### config.mk
export PLATFORM = sky130hd
export DESIGN_NAME = pkt_formatter
export DESIGN_NICKNAME = d
export VERILOG_FILES = /design/src/rtl/pf_pkg.sv /design/src/rtl/pf_len_decode.sv /design/src/rtl/pf_ch_select.sv /design/src/rtl/pf_ctrl.sv /design/src/rtl/pkt_formatter.sv
export SDC_FILE = /design/constraint.sdc
export NUM_CORES = 1
export LEC_CHECK = 0
export ABC_AREA = 0
export BUFFER_PORTS_ARGS = -buffer_cell sky130_fd_sc_hd__buf_4
export CORE_ASPECT_RATIO = 2
export CORE_MARGIN = 2
export CORE_UTILIZATION = 37
export CTS_CLUSTER_SIZE = 12
export DETAILED_ROUTE_END_ITERATION = 8
export GPL_TIMING_DRIVEN = 1
export PLACE_DENSITY = 0.79
export SYNTH_ARGS = -nofsm -noshare
export SYNTH_HDL_FRONTEND = slang
export SYNTH_SLANG_ARGS = --single-unit
### constraint.sdc
create_clock -name clk -period 3.2 [get_ports clk]
set_clock_uncertainty 0.2 [all_clocks]
set_input_delay 0.32 -clock clk [delete_from_list [all_inputs] [get_ports clk]]
set_output_delay 0.32 -clock clk [all_outputs]
set_load 0.05 [all_outputs]
### src/rtl/pf_pkg.sv
package pf_pkg;

    // width of one length code per channel
    localparam int unsigned LEN_CODE_W = 2;
    // smallest packet the formatter produces
    localparam int unsigned BASE_LEN   = 4;

    typedef enum logic [2:0] {
        ST_IDLE,
        ST_ASK,
        ST_FILL,
        ST_REQ,
        ST_SEND
    } pf_state_e;

endpackage

### src/rtl/pf_len_decode.sv
module pf_len_decode
    import pf_pkg::*;
#(
    parameter int unsigned NUM_CH = 3,
    parameter int unsigned LEN_W  = 6
) (
    input  logic [NUM_CH*LEN_CODE_W-1:0] codes,
    output logic [NUM_CH*LEN_W-1:0]      lens
);

    // one decoder per channel: length = BASE_LEN << code
    for (genvar c = 0; c < NUM_CH; c++) begin : g_dec
        logic [LEN_CODE_W-1:0] code_c;
        assign code_c = codes[c*LEN_CODE_W +: LEN_CODE_W];
        assign lens[c*LEN_W +: LEN_W] = LEN_W'(BASE_LEN) << code_c;
    end

endmodule

### src/rtl/pf_ch_select.sv
module pf_ch_select #(
    parameter int unsigned NUM_CH = 3,
    parameter int unsigned DATA_W = 32,
    parameter int unsigned FILL_W = 6,
    parameter int unsigned CH_W   = 2
) (
    input  logic                     clk,
    input  logic                     rst_n,
    input  logic [CH_W-1:0]          sel,
    input  logic                     pop_en,
    input  logic [NUM_CH*FILL_W-1:0] fill_bus,
    input  logic [NUM_CH*DATA_W-1:0] word_bus,
    output logic [FILL_W-1:0]        sel_fill,
    output logic [DATA_W-1:0]        sel_word,
    output logic [NUM_CH-1:0]        pop
);

    // pop strobe decoded per channel
    for (genvar c = 0; c < NUM_CH; c++) begin : g_pop
        assign pop[c] = pop_en && (sel == CH_W'(c));
    end

    // fill level and head word of the selected channel
    always_comb begin
        sel_fill = '0;
        sel_word = '0;
        for (int c = 0; c < NUM_CH; c++) begin
            if (sel == CH_W'(c)) begin
                sel_fill = fill_bus[c*FILL_W +: FILL_W];
                sel_word = word_bus[c*DATA_W +: DATA_W];
            end
        end
    end

    // a pop must never hit an empty buffer
    assert_pop_nonempty_R6: assert property (@(posedge clk) disable iff (!rst_n)
        pop_en |-> (sel_fill != '0));

    // at most one channel popped per cycle
    assert_pop_single_R6: assert property (@(posedge clk) disable iff (!rst_n)
        $onehot0(pop));

endmodule

### src/rtl/pf_ctrl.sv
module pf_ctrl
    import pf_pkg::*;
#(
    parameter int unsigned NUM_CH = 3,
    parameter int unsigned FILL_W = 6,
    parameter int unsigned LEN_W  = 6,
    parameter int unsigned CH_W   = 2
) (
    input  logic                    clk,
    input  logic                    rst_n,
    input  logic [NUM_CH*LEN_W-1:0] lens,
    input  logic                    id_valid,
    input  logic [CH_W-1:0]         id_sel,
    input  logic [FILL_W-1:0]       sel_fill,
    input  logic                    pkt_gnt,
    output logic                    id_req,
    output logic                    pkt_req,
    output logic                    send,
    output logic                    pkt_sop,
    output logic                    pkt_eop,
    output logic [CH_W-1:0]         pkt_ch,
    output logic [LEN_W-1:0]        pkt_len
);

    localparam int unsigned CMP_W = (FILL_W > LEN_W) ? FILL_W : LEN_W;

    typedef struct packed {
        pf_state_e         state;
        logic [CH_W-1:0]   ch;
        logic [LEN_W-1:0]  len;
        logic [LEN_W-1:0]  cnt;
    } ctrl_t;

    ctrl_t ctl_d, ctl_q;

    logic             id_ok;
    logic [LEN_W-1:0] len_pick;
    logic             fill_ok;
    logic             last_word;

    // length of the channel named by the arbiter; out-of-range ids are rejected
    always_comb begin
        id_ok    = 1'b0;
        len_pick = '0;
        for (int c = 0; c < NUM_CH; c++) begin
            if (id_sel == CH_W'(c)) begin
                id_ok    = 1'b1;
                len_pick = lens[c*LEN_W +: LEN_W];
            end
        end
    end

    assign fill_ok   = CMP_W'(sel_fill) >= CMP_W'(ctl_q.len);
    assign last_word = (ctl_q.cnt == ctl_q.len - LEN_W'(1));

    always_comb begin
        ctl_d = ctl_q;
        unique case (ctl_q.state)
            ST_IDLE: ctl_d.state = ST_ASK;
            ST_ASK: begin
                if (id_valid && id_ok) begin
                    ctl_d.ch    = id_sel;
                    ctl_d.len   = len_pick;
                    ctl_d.state = ST_FILL;
                end
            end
            ST_FILL: begin
                if (fill_ok) ctl_d.state = ST_REQ;
            end
            ST_REQ: begin
                if (pkt_gnt) begin
                    ctl_d.cnt   = '0;
                    ctl_d.state = ST_SEND;
                end
            end
            ST_SEND: begin
                ctl_d.cnt = ctl_q.cnt + LEN_W'(1);
                if (last_word) ctl_d.state = ST_ASK;
            end
            default: ctl_d.state = ST_IDLE;
        endcase
    end

    always_ff @(posedge clk) begin
        if (!rst_n) begin
            ctl_q.state <= ST_IDLE;
            ctl_q.ch    <= '0;
            ctl_q.len   <= '0;
            ctl_q.cnt   <= '0;
        end else begin
            ctl_q <= ctl_d;
        end
    end

    assign id_req  = (ctl_q.state == ST_ASK);
    assign pkt_req = (ctl_q.state == ST_REQ);
    assign send    = (ctl_q.state == ST_SEND);
    assign pkt_sop = send && (ctl_q.cnt == '0);
    assign pkt_eop = send && last_word;
    assign pkt_ch  = ctl_q.ch;
    assign pkt_len = ctl_q.len;

    // only the four legal lengths are ever presented
    assert_len_legal_R3: assert property (@(posedge clk) disable iff (!rst_n)
        (pkt_req || send) |-> (pkt_len == LEN_W'(4) || pkt_len == LEN_W'(8) ||
                               pkt_len == LEN_W'(16) || pkt_len == LEN_W'(32)));

    // the request only rises once a full packet is buffered
    assert_req_filled_R4: assert property (@(posedge clk) disable iff (!rst_n)
        $rose(pkt_req) |-> (CMP_W'(sel_fill) >= CMP_W'(pkt_len)));

    // request held until granted
    assert_req_hold_R5: assert property (@(posedge clk) disable iff (!rst_n)
        (pkt_req && !pkt_gnt) |=> pkt_req);

    // first word follows a seen grant
    assert_sop_after_gnt_R6: assert property (@(posedge clk) disable iff (!rst_n)
        (pkt_req && pkt_gnt) |=> (send && pkt_sop && !pkt_req));

    // start and end strobes are single-cycle
    assert_sop_pulse_R7: assert property (@(posedge clk) disable iff (!rst_n)
        pkt_sop |=> !pkt_sop);
    assert_eop_pulse_R7: assert property (@(posedge clk) disable iff (!rst_n)
        pkt_eop |=> (!pkt_eop && !send));

    // channel and length frozen from request to end strobe
    assert_hdr_stable_R8: assert property (@(posedge clk) disable iff (!rst_n)
        (pkt_req || (send && !pkt_eop)) |=> ($stable(pkt_ch) && $stable(pkt_len)));

    // back to asking the arbiter after a packet
    assert_reask_R9: assert property (@(posedge clk) disable iff (!rst_n)
        pkt_eop |=> id_req);

endmodule

### src/rtl/pkt_formatter.sv
module pkt_formatter
    import pf_pkg::*;
#(
    parameter int unsigned NUM_CH = 3,
    parameter int unsigned DATA_W = 32,
    parameter int unsigned FILL_W = 6,
    localparam int unsigned CH_W  = $clog2(NUM_CH),
    localparam int unsigned LEN_W = $clog2((BASE_LEN << ((1 << LEN_CODE_W) - 1)) + 1)
) (
    input  logic                         clk,
    input  logic                         rst_n,
    input  logic [NUM_CH*LEN_CODE_W-1:0] ch_len_code,
    input  logic [NUM_CH*FILL_W-1:0]     ch_fill,
    input  logic [NUM_CH*DATA_W-1:0]     ch_word,
    output logic [NUM_CH-1:0]            ch_pop,
    output logic                         id_req,
    input  logic                         id_valid,
    input  logic [CH_W-1:0]              id_sel,
    output logic                         pkt_req,
    input  logic                         pkt_gnt,
    output logic                         pkt_valid,
    output logic                         pkt_sop,
    output logic                         pkt_eop,
    output logic [CH_W-1:0]              pkt_ch,
    output logic [LEN_W-1:0]             pkt_len,
    output logic [DATA_W-1:0]            pkt_data
);

    logic [NUM_CH*LEN_W-1:0] lens;
    logic [FILL_W-1:0]       sel_fill;
    logic                    send;

    pf_len_decode #(
        .NUM_CH (NUM_CH),
        .LEN_W  (LEN_W)
    ) u_len_decode (
        .codes  (ch_len_code),
        .lens   (lens)
    );

    pf_ch_select #(
        .NUM_CH   (NUM_CH),
        .DATA_W   (DATA_W),
        .FILL_W   (FILL_W),
        .CH_W     (CH_W)
    ) u_ch_select (
        .clk      (clk),
        .rst_n    (rst_n),
        .sel      (pkt_ch),
        .pop_en   (send),
        .fill_bus (ch_fill),
        .word_bus (ch_word),
        .sel_fill (sel_fill),
        .sel_word (pkt_data),
        .pop      (ch_pop)
    );

    pf_ctrl #(
        .NUM_CH   (NUM_CH),
        .FILL_W   (FILL_W),
        .LEN_W    (LEN_W),
        .CH_W     (CH_W)
    ) u_ctrl (
        .clk      (clk),
        .rst_n    (rst_n),
        .lens     (lens),
        .id_valid (id_valid),
        .id_sel   (id_sel),
        .sel_fill (sel_fill),
        .pkt_gnt  (pkt_gnt),
        .id_req   (id_req),
        .pkt_req  (pkt_req),
        .send     (send),
        .pkt_sop  (pkt_sop),
        .pkt_eop  (pkt_eop),
        .pkt_ch   (pkt_ch),
        .pkt_len  (pkt_len)
    );

    assign pkt_valid = send;

    // outputs quiet whenever nothing is being sent
    assert_quiet_idle_R1: assert property (@(posedge clk) disable iff (!rst_n)
        !pkt_valid |-> (!pkt_sop && !pkt_eop && (ch_pop == '0)));

endmodule

==> key figures, run 1 <==
Die
  • Io pins: about 170
  • Die area: 5567 um^2
  • Site row count: 36
  • Die height: 103.5 um
  • Die X: 53.77 um
  • Initial core utilization: a little under two fifths
  • Core box area: 4820 um^2

Clock network
  • Clock H-tree levels: 1
  • Clock Tree Root: clkbuf_8
  • Post-cts resize count: 0
  • Clock Tree Buf Depth: 2
  • Clk sinks: 15
  • Postcts setup bufs: 0
  • Clock buffer count from CTS: 3
  • CTS tree: built
  • Worst-path clk slew: 0.06 ns
  • Later-pin clock latency in the skew report: 0.24 ns
  • # hold bufs at CTS: 0

GRT
  • Global-route wire length before repair: 10830 um
  • Largest net degree at the start of global routing: 31
  • Gr ovfl total: 0
  • GR Util All Layers: ~25%
  • Initial antenna violation count: 0
  • Vias in the first global route: ~2300

Detailed routing
  • Via-to-Cell Ratio: 5.251
  • DR iter-0 viols: 56
  • Routed len/inst: 15.75 um
  • DRT antenna net count: 0
  • Final WL: 7276 um
  • Detailed Routing Iterations Pass 1: 5
  • DRC errors left: 0
  • Vias: 2426

Min path
  • Hold crit path type: primary input to flip-flop

Cells and area
  • Layout Utilization: 63.86%
  • Fraction of layout cells with a size suffix above 1: between 40 and 50%
  • Commonest non-fill, non-tap cell in the layout: buf_4
  • N_diodes: 0
  • Design area: 3078 um^2
  • P&R area growth vs syn: 67.92%
  • Most frequent cells in the layout: 169 x buf_4, 47 x nand2_1, 39 x o21ai_0
  • Fillers: 443
  • NumNets Final: 539

Critical path
  • Critical Path AT: 2.58 ns
  • CP peak stage delay: ~0.52 ns
  • CP max stage cell: dfxtp_2
  • Worst setup SP type: flip-flop
  • CP max FO: 30
  • Critical Setup Path Class: flip-flop to flip-flop
  • Required @ worst endpoint: 3.14 ns
  • CP Capture Type: flip-flop
  • CP most frequent cell: o21ai_0
  • Crit-path cells: buf_4, mux2i_1, o21ai_0, ha_1, o21a_1, o21ai_0, a211oi_1, o221a_2

Synth
  • Share of flip-flops with an asynchronous set or reset: 0%
  • Syn Inst Count: 259
  • Number of flops mapped to enable cells by yosys: 0
  • Synth Warn #: 0
  • Cell Area, Synth: 1833 um^2
  • Seq/Total Area, Yosys: 16.38%
  • FF+latch count, synth: 15
  • Top_reg_cell synth: dfxtp_1
  • Synth unique cells: 47
  • Avg Inst Size Synth: 7.077 um^2

Timing
  • Slew headroom: 66.38%
  • Setup TNS: 0 ns
  • Actual slew at the worst max-slew pin: between 0.4 and 0.5 ns
  • Slew Limit Fails: 0
  • Final setup margin: 0.5604 ns
  • Fin crit period: 2.640 ns
  • Hold Violations, Final: 0
  • Peak Freq: between 0.3 and 0.4 GHz
  • RSZ-0062 raised after global routing: no
  • Setup violators final: 0
  • Final period utilization: 82.49%

Run
  • Max Cap Viol: 0

Power
  • Leakage power: around 1.4 nW
  • Pwr dens: 292.0 nW/um^2
  • Total power: 898.8 uW
  • IR drop worst, VDD: 265.7 uV

Placement
  • Dpl cell area: 3033 um^2
  • # port buffers: 165
  • Placer Congestion: slightly above 0.8
  • Hpwl dp: 5890 um
  • Pre-CTS WS: 0.5565 ns

Outcome
  • Outcome: finished, final reports clean
-- critical path, delay by kind of cell, from the launching register on --
| family | cells | cell delay, ns |
|---|---|---|
| AO/OA/AOI/OAI | 5 | 0.79 |
| adder cells (fa/ha/maj) | 1 | 0.28 |
| buffers and inverters | 1 | 0.49 |
| flip-flops | 1 | 0.52 |
| multiplexers | 1 | 0.23 |
-- power breakdown --
group / internal (mW) / switching [mW]
logic: 0.220 / 0.314
clock network: 0.0881 / 0.0660
registers: 0.195 / 0.0164
-- through the flow --
step	hold slack, ns	cells
2_1_floorplan	0.2534	260
3_3_place_gp	0.3347	458
3_5_place_dp	0.3442	458
4_1_cts	0.1565	462
5_1_grt	0.1651	462
6_report	0.1619	462
-- state kept, by name (all words and copies together), names as in the netlist --
signal / count
u_ctrl.ctl_q: 9
u_ctrl.pkt_len: 4
u_ctrl.pkt_ch: 2
-- kinds of logic (layout without fill, tap and decap cells) --
kind of cell,count (synthesis),after routing,synth area share (%)
buffers and inverters,40,185,10.85
adders and majority gates,7,7,4.778
DFF,15,15,16.38
other,1,2,0.2046
muxes,39,39,21.36
xor gates and xnor gates,6,6,2.867
and+or+nand+nor,86,86,21.77
AOI/OAI and AO/OA,65,65,21.78
-- cells in the mapped netlist, types with 2 or more instances --
library cell / n / area share (%)
nand2_1: 47 / 9.6
o21ai_0: 39 / 11
mux2i_1: 38 / 21
dfxtp_1: 15 / 16
clkbuf_1: 14 / 2.9
nor2_1: 13 / 2.7
inv_1: 11 / 2.3
buf_4: 8 / 3.3
ha_1: 7 / 4.8
a21oi_1: 6 / 1.6
nor3_1: 5 / 1.4
nor2b_1: 4 / 1.4
xnor2_1: 4 / 1.9
a32oi_1: 3 / 1.4
buf_2: 3 / 0.82
o211a_1: 3 / 1.6
a211oi_1: 2 / 0.82
and3_1: 2 / 0.68
buf_6: 2 / 1.2
nand4_1: 2 / 0.68
nor3b_1: 2 / 0.82
nor4_1: 2 / 0.68
o221ai_1: 2 / 0.96
xor2_1: 2 / 0.96
-- per-layer routing --
metal	global-route usage [%]	up-vias	part of all wire [%]
met5	0	-	0
met4	6.593	0	1.8
met3	7.925	12	13
met2	43.99	122	51
met1	27.13	1095	34
li1	-	1197	-
-- area by class of cell --
type | count | area [um^2] | area share, %
multi-input combinational | 205 | 1346 | 43.74
inverter | 12 | 45.04 | 1.463
sequential | 15 | 301.5 | 9.797
clock buffer | 4 | 45.04 | 1.463
tap | 57 | 71.32 | 2.317
timing repair buffer | 169 | 1269 | 41.22
-- path summary, 6_finish.rpt --
| kind | start | to | slack, ns | cells after the start |
|---|---|---|---|---|
| min reg2reg | u_ctrl.ctl_q[3] | u_ctrl.ctl_q[3] | 0.36 | 1 |
| max | u_ctrl.pkt_ch[0] | u_ctrl.ctl_q[14] | 0.56 | 8 |
| min | rst_n | u_ctrl.pkt_len[5] | 0.16 | 2 |
| max reg2reg | u_ctrl.pkt_ch[0] | u_ctrl.ctl_q[14] | 0.56 | 8 |
Power figures use the tool's default switching activity.
==> inputs of run 2 (changes only) <==
--- a/config.mk
+++ b/config.mk
@@ -9,11 +9,11 @@
 export BUFFER_PORTS_ARGS = -buffer_cell sky130_fd_sc_hd__buf_4
 export CORE_ASPECT_RATIO = 2
 export CORE_MARGIN = 2
-export CORE_UTILIZATION = 37
+export CORE_UTILIZATION = 34
 export CTS_CLUSTER_SIZE = 12
 export DETAILED_ROUTE_END_ITERATION = 8
 export GPL_TIMING_DRIVEN = 1
-export PLACE_DENSITY = 0.79
+export PLACE_DENSITY = 0.76
 export SYNTH_ARGS = -nofsm -noshare
 export SYNTH_HDL_FRONTEND = slang
 export SYNTH_SLANG_ARGS = --single-unit
==> constraint.sdc (replaced) <==
create_clock -name clk -period 2.2 [get_ports clk]
set_clock_uncertainty 0.2 [all_clocks]
set_input_delay 0.22 -clock clk [delete_from_list [all_inputs] [get_ports clk]]
set_output_delay 0.22 -clock clk [all_outputs]
set_load 0.05 [all_outputs]
==> run 2 against run 1 <==
  * Count of clock-buffer cells in the layout stayed put
  * Sequential cell count stayed put
  * Via count is 0.37% higher
  * Critical path depth is 1 lower
  * Design area is 3.4% higher
  * First-iteration DRC count is 68% higher
  * Register-to-register slack worse by 0.54 ns
  * Setup slack worse by 0.54 ns
  * Total power is 47% higher
  * Largest power group unchanged
==> key figures, run 2 (synthesis results as in run 1) <==
Critical path
  • CP max stage cell: or4b_4
  • Required @ worst endpoint: 2.13 ns (-1.01 ns)
  • Worst Setup EP: u_ctrl.ctl_q[14]
  • CP max FO: 5 (-83%)
  • Critical Path AT: 2.11 ns (-0.47 ns)
  • Reg2reg path depth: 7 (-1)
  • CP peak stage delay: 0.52 ns (about the same)
  • CP Capture Type: flip-flop
  • Worst setup SP type: flip-flop
  • Crit-path cells: mux2i_1, o21ai_1, ha_2, or4b_4, nor2_2, a211oi_1, o221a_2
  • Critical path launch point: u_ctrl.pkt_ch[0]
  • Reg2Reg Launch Point: u_ctrl.pkt_ch[0]
  • Critical Setup Path Class: flip-flop to flip-flop
  • R2R Setup Slk: 0.02 ns (-0.54 ns)
  • Reg2reg end: u_ctrl.ctl_q[14]

Power
  • IR drop worst, VDD: 439.1 uV (+65%)
  • Leakage power: 1.464 nW (+4.6%)
  • Pwr dens: 415.1 nW/um^2 (+42%)
  • Psw: 575.5 uW (+45%)
  • Flop pwr share: 22.7% (-0.8 points)
  • Gate power share: 60.5% (+1.1 points)
  • Int Pwr: 745.7 uW (+48%)
  • Switch share: 43.56% (-0.53 points)
  • Clock share of power: 16.8% (-0.3 points)

Cells and area
  • Fraction of layout cells with a size suffix above 1: 47.10% (+2.9 points)
  • Most flops, register: u_ctrl.ctl_q
  • Layout Utilization: 61.39% (-2.5 points)
  • P&R area growth vs syn: 73.65%
  • Max reg flops: 9 (unchanged)
  • NumNets Final: 548 (+1.7%)
  • Most frequent cells in the layout: 177 x buf_4, 47 x nand2_1, 38 x mux2i_1
  • Design area: 3183 um^2 (+3.4%)
  • Commonest non-fill, non-tap cell in the layout: buf_4
  • N_diodes: 0 (unchanged)

Timing
  • Slew Limit Fails: 0 (unchanged)
  • Hold slack: 0.05691 ns (-0.1050 ns)
  • Fin crit period: 2.182 ns (-0.4580 ns)
  • Hold Violations, Final: 0 (unchanged)
  • Final setup margin: 0.01836 ns (-0.5420 ns)
  • Setup TNS: 0 ns (unchanged)
  • Final period utilization: 99.17% (+17 points)
  • Peak Freq: 0.4584 GHz (+21%)
  • RSZ-0062 raised after global routing: yes
  • Setup violators final: 0 (unchanged)

GRT
  • Gr ovfl total: 0 (unchanged)
  • Vias in the first global route: 2420 (+3.2%)
  • Largest net degree at the start of global routing: 30 (-3.2%)
  • Initial antenna violation count: 0 (unchanged)
  • Global-route wire length before repair: 10940 um (+1.0%)
  • GR Util All Layers: 22.10% (-2.9 points)

Die
  • Die X: 55.92 um (+4.0%)
  • Site row count: 37 (+2.8%)
  • Core box area: 5185 um^2 (+7.6%)
  • Die height: 107.8 um (+4.2%)
  • Die area: 6030 um^2 (+8.3%)
  • Io pins: 174 (unchanged)
  • Initial core utilization: 35.35% (-2.7 points)

Detailed routing
  • DRC errors left: 0 (unchanged)
  • DRT antenna net count: 0 (unchanged)
  • Routed len/inst: 14.65 um (-7.0%)
  • Final WL: 6914 um (-5.0%)
  • Via-to-Cell Ratio: 5.159 (-1.8%)
  • Vias: 2435 (+0.37%)
  • DR iter-0 viols: 94 (+68%)
  • Detailed Routing Iterations Pass 1: 4 (-1)

Clock network
  • Worst-path clk slew: 0.06 ns (about the same)
  • Later-pin clock latency in the skew report: 0.24 ns (about the same)
  • Clock H-tree levels: 1 (unchanged)
  • Postcts setup bufs: 0 (unchanged)
  • CTS tree: built
  • Clock Tree Root: clkbuf_8
  • # hold bufs at CTS: 0 (unchanged)
  • Clock buffer count from CTS: 3 (unchanged)
  • Post-cts resize count: 1 (+1)
  • Clock Tree Buf Depth: 2 (unchanged)
  • Clk sinks: 15 (unchanged)

Placement
  • # port buffers: 165 (unchanged)
  • Hpwl dp: 5736 um (-2.6%)
  • Pre-CTS WS: 0.002348 ns (-0.5542 ns)
  • Dpl cell area: 3122 um^2 (+2.9%)
  • Placer Congestion: 0.8195 (-1.3%)

Run
  • Max Cap Viol: 0 (unchanged)

Min path
  • Hold crit path type: primary input to flip-flop

Outcome
  • Outcome: finished, final reports clean
## run 2: worst max-delay path, delay by kind of cell (launching register included)
family,cells,cell delay (ns)
compound gates,3,0.44
fa+ha+maj,1,0.18
flops,1,0.38
mux,1,0.23
simple gates,2,0.63
## run 2: worst min path at each step
| stage | startpoint | end | slack, ns | depth (start not counted) |
|---|---|---|---|---|
| 6_report | rst_n | u_ctrl.pkt_len[3] | 0.06 | 2 |
| 5_1_grt | rst_n | u_ctrl.pkt_len[3] | 0.05 | 2 |
| 4_1_cts | rst_n | u_ctrl.pkt_len[5] | 0.06 | 2 |
| 3_5_place_dp | rst_n | u_ctrl.pkt_len[5] | 0.31 | 2 |
| 3_3_place_gp | rst_n | u_ctrl.pkt_len[3] | 0.31 | 2 |
| 2_1_floorplan | rst_n | u_ctrl.pkt_len[2] | 0.15 | 1 |
## run 2: per-stage QoR
| step | total power, mW | std cells |
|---|---|---|
| 2_1_floorplan | 0.7976 | 260 |
| 5_1_grt | 1.390 | 472 |
| 3_3_place_gp | 1.094 | 468 |
| 6_report | 1.321 | 472 |
| 3_5_place_dp | 1.104 | 468 |
| 4_1_cts | 1.327 | 472 |
## run 2: final cells by class
class                      instances  area (um^2)
inverter                          12        45.04
clock buffer                       4        45.04
fill                             476         2002
multi-input combinational        205         1374
timing repair buffer             178         1340
tap                               58        72.57
sequential                        15        306.5
## run 2: routing by layer
metal,global-route usage [%],up-vias,wire [um]
met4,7.143,0,181
met5,0,-,0
met1,22.54,1083,2358
met2,44.39,118,3874
li1,-,1219,-
met3,3.245,15,499
## run 2: power groups by stage
stage | registers (mW) | clock network [mW] | logic, mW
after floorplan | 0.297 | 0 | 0.500
after global placement | 0.305 | 0 | 0.789
after detailed placement | 0.305 | 0 | 0.799
after CTS | 0.298 | 0.229 | 0.800
after global routing | 0.301 | 0.242 | 0.847
final | 0.300 | 0.223 | 0.799
